**config.mk**
```make
export PLATFORM = sky130hd
export DESIGN_NAME = supervisor_reset
export DESIGN_NICKNAME = d
export VERILOG_FILES = /design/src/rtl/sup_pkg.sv /design/src/rtl/sup_sync2.sv /design/src/rtl/sup_debounce.sv /design/src/rtl/sup_watchdog.sv /design/src/rtl/sup_stretch.sv /design/src/rtl/supervisor_reset.sv
export SDC_FILE = /design/constraint.sdc
export NUM_CORES = 1
export LEC_CHECK = 0
export BUFFER_PORTS_ARGS = -buffer_cell sky130_fd_sc_hd__buf_2
export CORE_MARGIN = 8
export CORE_UTILIZATION = 40
export DETAILED_ROUTE_END_ITERATION = 10
export PLACE_DENSITY = 0.65
export SLEW_MARGIN = 20
export SYNTH_ARGS = -nofsm -noshare
export SYNTH_HDL_FRONTEND = slang
export SYNTH_HIERARCHICAL = 1
export SYNTH_SLANG_ARGS = --single-unit
```
**constraint.sdc**
```tcl
create_clock -name clk -period 1.98 [get_ports clk]
set_clock_uncertainty 0.05 [all_clocks]
set_input_delay 0 -clock clk [delete_from_list [all_inputs] [get_ports clk]]
set_output_delay 0 -clock clk [all_outputs]
set_load 0.01 [all_outputs]
```
**src/rtl/sup_pkg.sv**
```systemverilog
package sup_pkg;

  // Watchdog period in ticks for a given select code: 00 short, 01 middle, 1x long.
  function automatic int unsigned wd_limit(input logic [1:0] sel,
                                           input int unsigned p_short,
                                           input int unsigned p_mid,
                                           input int unsigned p_long);
    int unsigned lim;
    case (sel)
      2'b00:   lim = p_short;
      2'b01:   lim = p_mid;
      default: lim = p_long;
    endcase
    return lim;
  endfunction

  // Counter width able to hold values 0..n.
  function automatic int unsigned cnt_width(input int unsigned n);
    return (n < 2) ? 1 : $clog2(n + 1);
  endfunction

endpackage

```
**src/rtl/sup_sync2.sv**
```systemverilog
module sup_sync2 #(
  parameter int unsigned WIDTH = 2,
  parameter logic [WIDTH-1:0] RESET_VAL = '1
) (
  input  logic             clk,
  input  logic             arst_n,
  input  logic [WIDTH-1:0] d,
  output logic [WIDTH-1:0] q
);

  for (genvar b = 0; b < WIDTH; b++) begin : g_bit
    logic meta_q;
    logic sync_q;
    always_ff @(posedge clk or negedge arst_n) begin
      if (!arst_n) begin
        meta_q <= RESET_VAL[b];
        sync_q <= RESET_VAL[b];
      end else begin
        meta_q <= d[b];
        sync_q <= meta_q;
      end
    end
    assign q[b] = sync_q;
  end

endmodule

```
**src/rtl/sup_debounce.sv**
```systemverilog
module sup_debounce #(
  parameter int unsigned DB_TICKS = 20
) (
  input  logic clk,
  input  logic arst_n,
  input  logic tick,
  input  logic btn_level,   // synchronised, 1 = released
  output logic pressed
);
  import sup_pkg::*;

  localparam int unsigned DW = cnt_width(DB_TICKS);
  localparam logic [DW-1:0] DB_MAX = DW'(DB_TICKS);

  logic [DW-1:0] low_cnt;
  logic          low_full;

  assign low_full = (low_cnt == DB_MAX);

  always_ff @(posedge clk or negedge arst_n) begin
    if (!arst_n) begin
      low_cnt <= '0;
    end else if (btn_level) begin
      low_cnt <= '0;
    end else if (tick && !low_full) begin
      low_cnt <= low_cnt + 1'b1;
    end
  end

  // Release ends the press at once; the stretcher supplies the hold.
  assign pressed = low_full && !btn_level;

  AST_PRESS_NEEDS_LOW: assert property (@(posedge clk) disable iff (!arst_n)
    pressed |-> $past(!btn_level));

endmodule

```
**src/rtl/sup_watchdog.sv**
```systemverilog
module sup_watchdog #(
  parameter int unsigned P_SHORT = 150,
  parameter int unsigned P_MID   = 610,
  parameter int unsigned P_LONG  = 1200
) (
  input  logic       clk,
  input  logic       arst_n,
  input  logic       tick,
  input  logic       hold,        // reset currently asserted
  input  logic       strobe_lvl,  // synchronised strobe
  input  logic [1:0] sel,
  output logic       expire
);
  import sup_pkg::*;

  localparam int unsigned CW = cnt_width(P_LONG);

  logic [CW-1:0] cnt;
  logic [CW-1:0] lim_m1;
  logic          strobe_prev;
  logic          strobe_fall;
  logic          at_limit;

  assign lim_m1      = CW'(wd_limit(sel, P_SHORT, P_MID, P_LONG) - 1);
  assign strobe_fall = strobe_prev && !strobe_lvl;
  // >= covers a select change that shortens the period mid-count.
  assign at_limit    = (cnt >= lim_m1);

  always_ff @(posedge clk or negedge arst_n) begin
    if (!arst_n) begin
      cnt         <= '0;
      expire      <= 1'b0;
      strobe_prev <= 1'b1;
    end else begin
      strobe_prev <= strobe_lvl;
      expire      <= 1'b0;
      if (hold) begin
        cnt <= '0;
      end else if (strobe_fall) begin
        cnt <= '0;
      end else if (tick) begin
        if (at_limit) begin
          cnt    <= '0;
          expire <= 1'b1;
        end else begin
          cnt <= cnt + 1'b1;
        end
      end
    end
  end

  AST_EXPIRE_ONE_CYCLE: assert property (@(posedge clk) disable iff (!arst_n)
    expire |=> !expire);
  AST_FALL_SERVICES: assert property (@(posedge clk) disable iff (!arst_n)
    (strobe_fall && !hold) |=> !expire);
  AST_QUIET_IN_RESET: assert property (@(posedge clk) disable iff (!arst_n)
    (hold && $past(hold)) |-> !expire);

endmodule

```
**src/rtl/sup_stretch.sv**
```systemverilog
module sup_stretch #(
  parameter int unsigned HOLD_TICKS = 250
) (
  input  logic clk,
  input  logic arst_n,
  input  logic tick,
  input  logic cause,
  output logic rst_out
);
  import sup_pkg::*;

  localparam int unsigned HW = cnt_width(HOLD_TICKS);
  localparam logic [HW-1:0] HOLD_LAST = HW'(HOLD_TICKS - 1);

  logic [HW-1:0] hold_cnt;
  logic          rst_q;
  logic          hold_done;

  assign hold_done = rst_q && tick && !cause && (hold_cnt == HOLD_LAST);

  always_ff @(posedge clk or negedge arst_n) begin
    if (!arst_n) begin
      rst_q    <= 1'b1;
      hold_cnt <= '0;
    end else if (cause) begin
      rst_q    <= 1'b1;
      hold_cnt <= '0;
    end else if (hold_done) begin
      rst_q    <= 1'b0;
      hold_cnt <= '0;
    end else if (rst_q && tick) begin
      hold_cnt <= hold_cnt + 1'b1;
    end
  end

  assign rst_out = rst_q;

  AST_CAUSE_SETS: assert property (@(posedge clk) disable iff (!arst_n)
    cause |=> rst_q);
  AST_RELEASE_CLEAN: assert property (@(posedge clk) disable iff (!arst_n)
    $fell(rst_q) |-> ($past(!cause) && $past(tick)));
  AST_HOLD_NO_TICK: assert property (@(posedge clk) disable iff (!arst_n)
    (rst_q && !tick && !cause) |=> rst_q);

endmodule

```
**src/rtl/supervisor_reset.sv**
```systemverilog
module supervisor_reset #(
  parameter int unsigned HOLD_TICKS = 250,
  parameter int unsigned DB_TICKS   = 20,
  parameter int unsigned P_SHORT    = 150,
  parameter int unsigned P_MID      = 610,
  parameter int unsigned P_LONG     = 1200
) (
  input  logic       clk,
  input  logic       por_n,
  input  logic       tick,
  input  logic       supply_low,
  input  logic       button_raw,
  input  logic       wd_strobe_raw,
  input  logic [1:0] wd_sel,
  output logic       cpu_reset,
  output logic       cpu_reset_n
);

  logic [1:0] sync_out;
  logic       btn_sync;
  logic       strobe_sync;
  logic       btn_pressed;
  logic       wd_expire;
  logic       any_cause;
  logic       rst_int;

  sup_sync2 #(.WIDTH(2), .RESET_VAL(2'b11)) u_sync (
    .clk    (clk),
    .arst_n (por_n),
    .d      ({button_raw, wd_strobe_raw}),
    .q      (sync_out)
  );
  assign btn_sync    = sync_out[1];
  assign strobe_sync = sync_out[0];

  sup_debounce #(.DB_TICKS(DB_TICKS)) u_debounce (
    .clk       (clk),
    .arst_n    (por_n),
    .tick      (tick),
    .btn_level (btn_sync),
    .pressed   (btn_pressed)
  );

  sup_watchdog #(.P_SHORT(P_SHORT), .P_MID(P_MID), .P_LONG(P_LONG)) u_watchdog (
    .clk        (clk),
    .arst_n     (por_n),
    .tick       (tick),
    .hold       (rst_int),
    .strobe_lvl (strobe_sync),
    .sel        (wd_sel),
    .expire     (wd_expire)
  );

  assign any_cause = supply_low | btn_pressed | wd_expire;

  sup_stretch #(.HOLD_TICKS(HOLD_TICKS)) u_stretch (
    .clk     (clk),
    .arst_n  (por_n),
    .tick    (tick),
    .cause   (any_cause),
    .rst_out (rst_int)
  );

  assign cpu_reset   = rst_int;
  assign cpu_reset_n = ~rst_int;

  AST_WD_TO_RESET: assert property (@(posedge clk) disable iff (!por_n)
    wd_expire |=> cpu_reset);
  AST_SUPPLY_HOLDS: assert property (@(posedge clk) disable iff (!por_n)
    supply_low |=> cpu_reset);
  AST_PRESS_TO_RESET: assert property (@(posedge clk) disable iff (!por_n)
    btn_pressed |=> cpu_reset);

endmodule

```
# == Yosys cells after proc, flatten, opt, wreduce, memory -nomap -nowiden ==
# Cells that the tools add are included.
# op_classes
n_addsub,4
n_lt_le_gt_ge,1
n_eq_ne,3
mux,16
bitwise_logic,3
n_reduce_logical,15
# ops
cell,count
11-bit two-way mux,4
8-bit two-way mux,3
11-bit one-hot mux with 2 select lines,1
"11-bit by 1-bit adder with 11-bit output, second input constant",1
11-bit >= comparator,1
"11-bit by 1-bit subtractor with 11-bit output, second input constant",1
5-bit two-way mux,2
"8-bit by 1-bit adder with 8-bit output, second input constant",1
"8-bit == test, second input constant",1
1-bit logical AND,6
1-bit two-way mux,6
3-bit nonzero test,2
"5-bit by 1-bit adder with 5-bit output, second input constant",1
"5-bit == test, second input constant",1
1-bit zero test,4
2-bit nonzero test,2
"2-bit by 1-bit == test with 1-bit output, second input constant",1
2-bit zero test,1
1-bit OR,2
1-bit inverter,1
# word_totals
ff_bits,31
in_bits,8
out_inout_bits,2

# == Depth between registers and ports, before layout ==
# Gate-level depths: netlist of run 1.
# logic_depth
ltp_word,9
depth_mapped,10
depth_no_buf,9

# == By module ==
# Netlist of run 1, hierarchy kept.
# by_module_without_submodules
module,instances,cells_per_inst,area_each_um2,seq_area_each_um2
sup_watchdog,1,97,882.1,326.6
sup_stretch,1,52,491.7,226.5
sup_debounce,1,30,286.5,125.1
sup_sync2,1,6,120.1,105.1
supervisor_reset,1,2,10.0,0.0

# == Worst setup path before layout of run 1 ==
# No wires, ideal clock.
# synth_timing
path_type,register to register
from,register u_debounce.low_cnt[0]
to,register u_stretch.hold_cnt[4]
setup_time_ps,141
arrival_time_ps,1750
setup_slack_ps,39
stages_incl_launch_ff,10
n_path_buf,0
synth_period_minus_slack_ps,1941
cell_sequence,dfrtp_1 -> inv_1 -> ha_1 -> and3b_2 -> nand2_1 -> nor2_1 -> or3_1 -> a21oi_2 -> or3_2 -> a21oi_1
# synth_between
elab_chain_len,9
# synth_rtl
element,line_no,source
"start, declared",sup_debounce.sv:15,logic [DW-1:0] low_cnt;
"start signal, assigned",sup_debounce.sv:26,low_cnt <= low_cnt + 1'b1;
5-bit == test *,sup_debounce.sv:18,assign low_full = (low_cnt == DB_MAX);
1-bit logical AND *,sup_debounce.sv:31,assign pressed = low_full && !btn_level;
via btn_pressed,supervisor_reset.sv:22,logic btn_pressed;
1-bit OR * (2 in a row),supervisor_reset.sv:54,assign any_cause = supply_low | btn_pressed | wd_expire;
via any_cause,supervisor_reset.sv:24,logic any_cause;
1-bit zero test,sup_stretch.sv:19,assign hold_done = rst_q && tick && !cause && (hold_cnt == HOLD_LAST);
1-bit logical AND (2 in a row),sup_stretch.sv:19,
8-bit two-way mux,sup_stretch.sv:28,end else if (hold_done) begin
8-bit two-way mux,sup_stretch.sv:25,end else if (cause) begin
"end signal, assigned",sup_stretch.sv:32,hold_cnt <= hold_cnt + 1'b1;
"end, declared",sup_stretch.sv:15,logic [HW-1:0] hold_cnt;
# The timed path passes the listed nets; every way through them passes the cells marked *.
# A chain may end at the register's enable or synchronous reset.

# == Worst setup path after layout of run 1 ==
# Same ends and word-level chain as after synthesis.

==> flow_metrics.tcl, run 1 <==
set metrics [dict create \
    status "complete, no violations" \
    p_leak_uw 0.0009627 \
    crit_family "simple AND/OR/NAND/NOR gates" \
    grt_pass1_vias 1334 \
    antenna_cells 0 \
    yosysWarningCount 6 \
    wirelength_mm 3.451 \
    layout.cells.non_filler 269 \
    synth.largest_area_cell "dfrtp_1" \
    ios 10 \
    die_y_um 82.91 \
    cts.sinks 31 \
    setup_tns_ps 0 \
    ir_drop_uv 573.6 \
    cp.depth 9 \
    port_buffers 9 \
    cts_tree "yes" \
    grt_pass1_wl_mm 5.940 \
    met1_usage 0.1205 \
    dieArea_um2 6873 \
    fp-row-count 24 \
    rr_worst_depth 9 \
    syn_inst 187 \
    grt_use_total 0.1008 \
    fmax_mhz 535.4 \
    holdCritStartpoint "supply_low" \
    hpwlAfterDp_mm 2.376 \
    hold_path_class "in -> reg" \
    start_kind "flip-flop" \
    crit_arrival_ps 1960 \
    crit_required_ps 2070 \
    hold_violations 0 \
    power_density_nw_per_um2 630.9 \
    route.detailed.drc 0 \
    area_growth_pct 23.27 \
    ys_ff_latch 31 \
    crit_path_cell_trace "inv_1, ha_1, and3b_2, nand2_1, nor2_1, or3_4, a21oi_4, or3_2, a21oi_1" \
    reg2reg_from "u_debounce/low_cnt[0]$_DFFE_PN0P_" \
    fin_crit_ps 1868 \
    cts_inserted_buffers 5 \
    cts_root_buf "clkbuf_8" \
    core_um2 4324 \
    path_buf_inv 1 \
    gp_congestion 0.7919 \
    synth_nets 210 \
    via_per_inst 5.301 \
    vias 1426 \
    startpoint "u_debounce/low_cnt[0]$_DFFE_PN0P_" \
    first_iter_violations 71 \
    finalNetCount 239 \
    final-setup-viol-count 0 \
    synth_area_um2 1790 \
    clk_latency_ps 270 \
    tightest_slew_ps 838.2 \
    grt_max_degree 32 \
    finalCritPeriodShare 0.9433 \
    met3_usage 0.02930 \
    crit_path_end_kind "flip-flop" \
    cp_max_fo 8 \
    cap_violations 0 \
    initial_utilization 0.4141 \
    layout-drive-gt1-share 0.2488 \
    slowest_stage "or3_4" \
    grt-ovfl-total 0 \
    ys_top_cells_by_area "dfrtp_1 (35%), ha_1 (10%), dfstp_2 (8.8%)" \
    whs_path_depth 4 \
    synth.top_cell.area_share 0.3494 \
    slew_violations 0 \
    cpPeakStageDelay_ps 390 \
    antenna_found_initial 0 \
    critPathKind "reg -> reg" \
    first_pass_iters 4 \
    top_usage_layer "met2" \
    slew-limit-headroom 0.4369 \
    die_w_um 82.91 \
    ys_seq_area_frac 0.4375 \
    cts_buffer_depth 2 \
    wire_per_inst_um 12.83 \
    ant_nets 0 \
    ys_types 37 \
    cts_max_level 2 \
    fillCellCount 401 \
    design_power_total_uw 1393 \
    cts.clk_slew.worst_paths_ps 60 \
    syn_area_per_cell_um2 9.575 \
    dp_cells 256 \
    grtUsageMet2 0.1655 \
]
## layout by cell type (no fill, tap or decap), types with 8 or more instances in the layout
| cell | instances |
|---|---|
| dfrtp_1 | 25 |
| nand2_1 | 17 |
| buf_4 | 14 |
| inv_1 | 13 |
| nand3_1 | 13 |
| a21oi_1 | 12 |
| ha_1 | 11 |
| nor2_1 | 10 |
| buf_2 | 9 |
| a31oi_1 | 9 |
| o21ai_0 | 8 |
## cells in the mapped netlist
cell	number
conb_1	1
mux2_2	1
and3_1	3
dfstp_2	6
and2b_2	1
a211oi_2	1
o2111ai_1	2
a32o_1	1
or3_2	1
nand3_1	13
nor3b_1	1
a21oi_2	1
a21oi_1	14
a21boi_2	1
nor3_1	2
nand3b_1	5
nor2b_1	1
nand2b_1	2
buf_4	2
buf_6	1
mux2i_1	1
a31oi_1	9
nand4_1	5
nand2_1	18
nor2_1	10
or4_1	3
inv_1	13
o21ai_0	10
dfrtp_1	25
buf_2	1
and3b_2	1
o31ai_2	1
o31ai_1	4
ha_1	15
xor2_1	6
or3_1	4
a2111oi_2	1
## worst paths after layout
check                                               endpoint  slack (ps)
max                        u_stretch/hold_cnt[4]$_DFFE_PN0P_         110
min                            u_stretch/rst_out$_DFFE_PN1P_          40
max reg2reg                u_stretch/hold_cnt[4]$_DFFE_PN0P_         110
min reg2reg                 u_sync/g_bit[1].sync_q$_DFF_PN1_         310
max in group asynchronous  u_stretch/hold_cnt[4]$_DFFE_PN0P_        1190
min in group asynchronous  u_debounce/low_cnt[1]$_DFFE_PN0P_         250
## repair_timing
action | 4_1_cts | 5_1_grt
endpoints found under the hold margin | 27 | 0
resized for setup | 1 | 11
endpoints found under the setup margin | 4 | 17
buffers inserted | 0 | 2
hold buffers | 3 | 0
pin swaps | 0 | 7
## tightest hold or removal path: cells and delay by family
| family | cells | cell delay (ps) |
|---|---|---|
| buf+inv | 2 | 140 |
| simple gates | 2 | 190 |
## registers in the layout, summed over array words and instances, names as in the netlist
| register | count |
|---|---|
| u_watchdog/cnt | 11 |
| u_stretch/hold_cnt | 8 |
| u_debounce/low_cnt | 5 |
| u_sync/g_bit.meta_q | 2 |
| u_sync/g_bit.sync_q | 2 |
| u_stretch/rst_out | 1 |
| u_watchdog/expire | 1 |
| u_watchdog/strobe_prev | 1 |
## per-layer routing
layer	share of wire	routed length, um
met5	0	0
met3	0.021	74
met2	0.48	1653
met4	0.0061	21
met1	0.49	1702
## stage by stage
stage | area [um^2] | hold slack (ps) | util | worst slack, ps
floorplan | 1790 | -345.6 | - | 38.93
global placement | 1959 | 30.57 | 0.4531 | 4.843
detailed placement | 1959 | 31.86 | 0.4531 | -23.98
CTS | 2115 | 34.41 | 0.4890 | 10.90
global route | 2207 | 58.66 | 0.5104 | -5.337
finish | 2207 | 38.59 | 0.5104 | 112.2
## kinds of logic (layout without fill, tap and decap cells)
logic type	count (synthesis)	after routing	share of synthesized area
buffers and inverters	17	47	0.04472
XOR/XNOR	6	6	0.02935
AND/OR/NAND/NOR	70	70	0.2055
adder cells (fa/ha/maj)	15	15	0.1048
AO/OA/AOI/OAI	45	45	0.1642
other	1	1	0.002094
multiplexers	2	2	0.01188
flip-flops	31	31	0.4375
## where the power goes
part           switching (uW)  internal (uW)
Combinational            60.2           42.6
Sequential               8.50            650
Clock                     225            407
## cell type report
class / instances / area [um^2] / share of cell area
well taps: 52 / 65.06 / 0.02948
clock buffers: 6 / 82.58 / 0.03741
multi-input cells: 139 / 1012 / 0.4586
repair buffers: 26 / 180.2 / 0.08163
clock inverters: 2 / 35.03 / 0.01587
inverters: 13 / 48.80 / 0.02211
flip-flops and latches: 31 / 783.3 / 0.3549
Power figures use the tool's default switching activity.
==> inputs of run 2 (changes only) <==
CTS_CLUSTER_SIZE = 16   (was unset)
PLACE_DENSITY = unset   (was 0.65)
==> run 2 against run 1 <==
Routed wire length grew 14%. Flip-flop and latch count unchanged. Via count is 4.5% higher. Sequential share of layout area grew 0.24 points. Global-route usage is 1.3 points higher. Critical path depth stayed put. Die area unchanged. Register-to-register slack worse by 50 ps. Sequential power barely moved. Final cell count is the same. Total power fell by 12%.
==> flow_metrics.tcl, run 2 (synthesis gave the netlist of run 1 again) <==
set metrics [dict create \
    cts_root_buf "clkbuf_8" \
    wire_per_inst_um 14.63 \
    r2r_slack_ps 60 \
    crit_required_ps 2080 \
    area_growth_pct 22.64 \
    route.detailed.drc 0 \
    antenna_found_initial 0 \
    placement.cell_area_um2 1944 \
    antenna_cells 0 \
    die_w_um 82.91 \
    grt_use_total 0.1134 \
    cts_buffer_depth 2 \
    final-setup-viol-count 0 \
    layout-drive-gt1-share 0.2857 \
    port_buffers 9 \
    fmax_mhz 521.5 \
    wirelength_mm 3.935 \
    ant_nets 0 \
    hpwlAfterDp_mm 2.694 \
    p_leak_uw 0.0009540 \
    first_iter_violations 65 \
    ios 10 \
    top_register "u_watchdog/cnt" \
    cts_max_level 2 \
    dieArea_um2 6873 \
    layout_commonest_cell "dfrtp_1" \
    crit_path_end_kind "flip-flop" \
    ir_drop_uv 354.9 \
    cts.clk_slew.worst_paths_ps 60 \
    critPathKind "reg -> reg" \
    initial_utilization 0.4141 \
    core_um2 4324 \
    die_y_um 82.91 \
    tightest_slew_ps 684.1 \
    cts_tree "yes" \
    largest_register_ffs 11 \
    cts.sinks 31 \
    layout_common_cells "dfrtp_1 (24), nand2_1 (17), buf_4 (13), nand3_1 (13), ha_1 (13)" \
    slew_violations 0 \
    first_pass_iters 4 \
    start_kind "flip-flop" \
    via_per_inst 5.539 \
    power_density_nw_per_um2 560.5 \
    grt_pass1_vias 1495 \
    fin_ws_ps 62.33 \
    finalNetCount 239 \
    cap_violations 0 \
    seq_area_um2 784.5 \
    vias 1490 \
    hold_violations 0 \
    fillCellCount 405 \
    rsz0062_at_grt "yes" \
    whs_path_depth 4 \
    cts_inserted_buffers 5 \
    grt_pass1_wl_mm 6.617 \
    clk_latency_ps 280 \
    hold_path_class "in -> reg" \
    rr_worst_depth 9 \
    finalCritPeriodShare 0.9685 \
    status "complete, no violations" \
    slew-limit-headroom 0.5440 \
    cp_max_fo 8 \
    multi_input_area_um2 1030 \
    gp_congestion 0.8733 \
    finalInstanceArea_um2 2196 \
    crit_arrival_ps 2020 \
    fin_crit_ps 1918 \
    grt_max_degree 32 \
    top_regs "u_watchdog/cnt x11, u_stretch/hold_cnt x8, u_debounce/low_cnt x5" \
    dp_slack_ps -20.27 \
    grt-ovfl-total 0 \
    fp-row-count 24 \
]
## run 2: cell types whose count changed in the layout (fill, tap and decap cells not counted), sizes merged
cell,before,now
clkbuf,6,5
bufinv,1,0
clkinv,1,3
## run 2: area by class of cell
class,count,share of cell area
multi-input combinational,139,0.4689
sequential,31,0.3573
timing repair buffer,26,0.08376
clock buffer,5,0.03134
tap,52,0.02963
inverter,13,0.02222
clock inverter,3,0.006838
## run 2: where the power goes
group	total (uW)	leakage, uW	switching (uW)	internal [uW]
Sequential	662	0.000408	11.5	650
Combinational	104	0.000498	60.6	43.4
Clock	465	0.0000477	225	240
Total	1230	0.000954	297	933
## run 2: per-layer routing
metal  track usage  wire length (um)  vias to the layer above
met3       0.02930               150                        8
met2        0.1966              2086                       33
met4       0.04952                58                        0
met1        0.1271              1640                      715
li1              -                 -                      734
met5             0                 0                        -
## run 2: worst paths after layout
check                                                     to                         startpoint
max in group asynchronous      u_watchdog/cnt[4]$_DFFE_PN0P_                              por_n
setup / recovery           u_stretch/hold_cnt[5]$_DFFE_PN0P_  u_debounce/low_cnt[0]$_DFFE_PN0P_
setup reg to reg           u_stretch/hold_cnt[5]$_DFFE_PN0P_  u_debounce/low_cnt[0]$_DFFE_PN0P_
hold reg to reg             u_sync/g_bit[0].sync_q$_DFF_PN1_   u_sync/g_bit[0].meta_q$_DFF_PN1_
min in group asynchronous  u_stretch/hold_cnt[2]$_DFFE_PN0P_                              por_n
hold / removal             u_stretch/hold_cnt[1]$_DFFE_PN0P_                         supply_low
## run 2: repair_timing
item                                   in CTS  in global routing
buffers inserted                            0                  3
setup endpoints to repair                   4                 18
pin swaps                                   0                  7
endpoints found under the hold margin      27                  0
cloned                                      0                  1
hold buffers                                3                  0
gates resized for setup                     1                 27
## run 2: worst max-delay path: stages (launching register included)
cell and delay (ps):
dfrtp_1 360, inv_2 50, ha_1 180, and3b_2 200
nand2_1 60, nor2_1 40, or3_4 380, a21oi_4 240
or4_4 180, a21oi_2 50
## run 2: per-stage QoR
| step | total power [uW] | instances | util | setup TNS (ps) | hold WS (ps) |
|---|---|---|---|---|---|
| 2_1_floorplan | 717.9 | 187 | - | 0 | -345.6 |
| 3_3_place_gp | 750.6 | 254 | 0.4497 | 0 | 22.82 |
| 3_5_place_dp | 757.4 | 254 | 0.4497 | -42.12 | 27.24 |
| 4_1_cts | 1238 | 265 | 0.4777 | 0 | 90.40 |
| 5_1_grt | 1298 | 269 | 0.5078 | -61.21 | 75.75 |
| 6_report | 1231 | 269 | 0.5078 | 0 | 76.65 |
==> inputs of run 3 (changes only) <==
clock period = 1.65 ns   (was 1.98 ns; I/O delays follow)
==> run 3 against run 2 <==
Clock-buffer cell count is 2 higher. Register-to-register slack worse by 370 ps. Cell area up 14%. Via count up 7.8%. Total power increased by 24%. Sequential share of layout area shrank 4.4 points. Utilization is 7.1 points higher. Non-clock buffer count is 18 higher. Largest cell class unchanged. The run now ends with setup timing left. Routed wire length rose by 12%. Hold slack improved by 29 ps. Clock power is 22% higher. Critical path type unchanged.
==> flow_metrics.tcl, run 3 (synthesis gave the netlist of run 1 again) <==
set metrics [dict create \
    wirelength_mm 4.410 \
    dieArea_um2 6873 \
    reg2reg_from "u_debounce/low_cnt[0]$_DFFE_PN0P_" \
    cts.clk_slew.worst_paths_ps 60 \
    slew_violations 0 \
    cts_max_level 2 \
    postLayoutCoreUtil 0.5793 \
    tightest_slew_ps 1074 \
    ios 10 \
    cts_buffer_depth 2 \
    fin_ws_ps -307.8 \
    rr_worst_depth 9 \
    crit_required_ps 1800 \
    timing.rr.end "u_stretch/hold_cnt[7]$_DFFE_PN0P_" \
    fmax_mhz 510.8 \
    die_w_um 82.91 \
    antenna_cells 0 \
    cts.sinks 31 \
    core_um2 4324 \
    fin_crit_ps 1958 \
    layout-drive-gt1-share 0.4213 \
    slew-limit-headroom 0.2785 \
    violations "setup timing" \
    first_pass_iters 4 \
    die_y_um 82.91 \
    layout_commonest_cell "buf_4" \
    placement.cell_area_um2 2102 \
    initial_utilization 0.4141 \
    grt-ovfl-total 0 \
    rsz0062_at_grt "yes" \
    via_per_inst 5.596 \
    ant_nets 0 \
    crit_family "simple AND/OR/NAND/NOR gates" \
    slowest_stage "or4_4" \
    cp_max_fo 8 \
    fillCellCount 368 \
    status "finished with violations" \
    start_kind "flip-flop" \
    grt_pass1_wl_mm 7.334 \
    layout_common_cells "buf_4 (31), dfrtp_1 (24), nand2_1 (15), nand3_1 (11)" \
    finalInstanceArea_um2 2505 \
    first_iter_violations 67 \
    grt_pass1_vias 1710 \
    area_growth_pct 39.90 \
    hold_end "u_stretch/hold_cnt[0]$_DFFE_PN0P_" \
    cap_violations 0 \
    dp_slack_ps -277.5 \
    multi_input_area_um2 1204 \
    fp-row-count 24 \
    vias 1606 \
    top_register "u_watchdog/cnt" \
    crit_arrival_ps 2110 \
    power_density_nw_per_um2 609.1 \
    whs_path_depth 3 \
    p_leak_uw 0.001049 \
    whs_ps 105.6 \
    grt_max_degree 32 \
    hold_path_class "in -> reg" \
    wire_per_inst_um 15.37 \
    holdCritStartpoint "tick" \
    hold_violations 0 \
    cts_tree "yes" \
    cts_root_buf "clkbuf_8" \
    clk_latency_ps 280 \
    cpPeakStageDelay_ps 550 \
    path_buf_inv 1 \
    largest_register_ffs 11 \
    antenna_found_initial 0 \
    crit_path_end_kind "flip-flop" \
    seq_area_um2 784.5 \
    port_buffers 9 \
    hpwlAfterDp_mm 2.917 \
    crit_path_cell_trace "inv_2, ha_4, and3b_2, nand2_1, nor2_1, or3_4, a21oi_4, or4_4, a21oi_2" \
    finalCritPeriodShare 1.187 \
    grt_use_total 0.1257 \
    gp_congestion 0.7436 \
    finalNetCount 257 \
    top_regs "u_watchdog/cnt x11, u_stretch/hold_cnt x8, u_debounce/low_cnt x5" \
    design_power_total_uw 1526 \
    cts_inserted_buffers 5 \
    route.detailed.drc 0 \
    final-setup-viol-count 21 \
    r2r_slack_ps -310 \
    ir_drop_uv 314.9 \
    critPathKind "reg -> reg" \
]
run 3: cell count changes in the layout (fill, tap and decap cells not counted), moves of 3 or more:
cell | previous run | this run
o21ai_0 | 4 | 1
a21oi_2 | 5 | 9
buf_4 | 13 | 31
a31oi_4 | 0 | 3
a21oi_1 | 9 | 4
ha_4 | 2 | 8
ha_1 | 13 | 7
run 3: per-layer routing:
layer | part of all wire | GRT usage
met5 | 0 | 0
met4 | 0.028 | 0.05751
met3 | 0.038 | 0.03613
met2 | 0.52 | 0.2320
met1 | 0.42 | 0.1261
run 3: worst max path at each step:
stage | end | depth (start not counted) | startpoint
final | u_stretch/hold_cnt[7]$_DFFE_PN0P_ | 9 | u_debounce/low_cnt[0]$_DFFE_PN0P_
after global routing | u_stretch/hold_cnt[7]$_DFFE_PN0P_ | 9 | u_debounce/low_cnt[0]$_DFFE_PN0P_
after CTS | u_stretch/hold_cnt[7]$_DFFE_PN0P_ | 9 | u_debounce/low_cnt[0]$_DFFE_PN0P_
after detailed placement | u_stretch/hold_cnt[7]$_DFFE_PN0P_ | 9 | u_debounce/low_cnt[0]$_DFFE_PN0P_
after global placement | u_stretch/hold_cnt[5]$_DFFE_PN0P_ | 9 | u_debounce/low_cnt[0]$_DFFE_PN0P_
after floorplan | u_stretch/hold_cnt[6]$_DFFE_PN0P_ | 9 | u_debounce/low_cnt[0]$_DFFE_PN0P_
run 3: final cells by class:
class                           count  share of cell area
Tap cell                           52             0.02597
Clock inverter                      1            0.001998
Sequential cell                    31              0.3132
Timing Repair Buffer               44              0.1274
Inverter                           13             0.02048
Multi-Input combinational cell    139              0.4805
Clock buffer                        7             0.03047
run 3: stage by stage:
stage / setup TNS [ps] / std cells
4_1_cts: -2843 / 285
2_1_floorplan: -1203 / 187
5_1_grt: -5212 / 287
3_3_place_gp: -1957 / 266
3_5_place_dp: -2799 / 266
6_report: -3227 / 287
run 3: tightest hold or removal path: stages:
cell and delay, ps:
buf_2 190, o2111ai_1 150, a21oi_2 60
run 3: where the power goes:
| part | internal, uW | switching [uW] | leakage, uW |
|---|---|---|---|
| clock network | 295 | 272 | 0.0000422 |
| logic | 77.0 | 90.0 | 0.000599 |
| registers | 780 | 11.2 | 0.000408 |
| total | 1150 | 373 | 0.00105 |
run 3: what timing repair did:
item,4_1_cts,5_1_grt
hold endpoints to repair,27,0
hold buffers,3,0
setup buffers,7,2
resized for setup,24,20
gates cloned,1,0
pin swaps,15,19
setup endpoints to repair,20,21
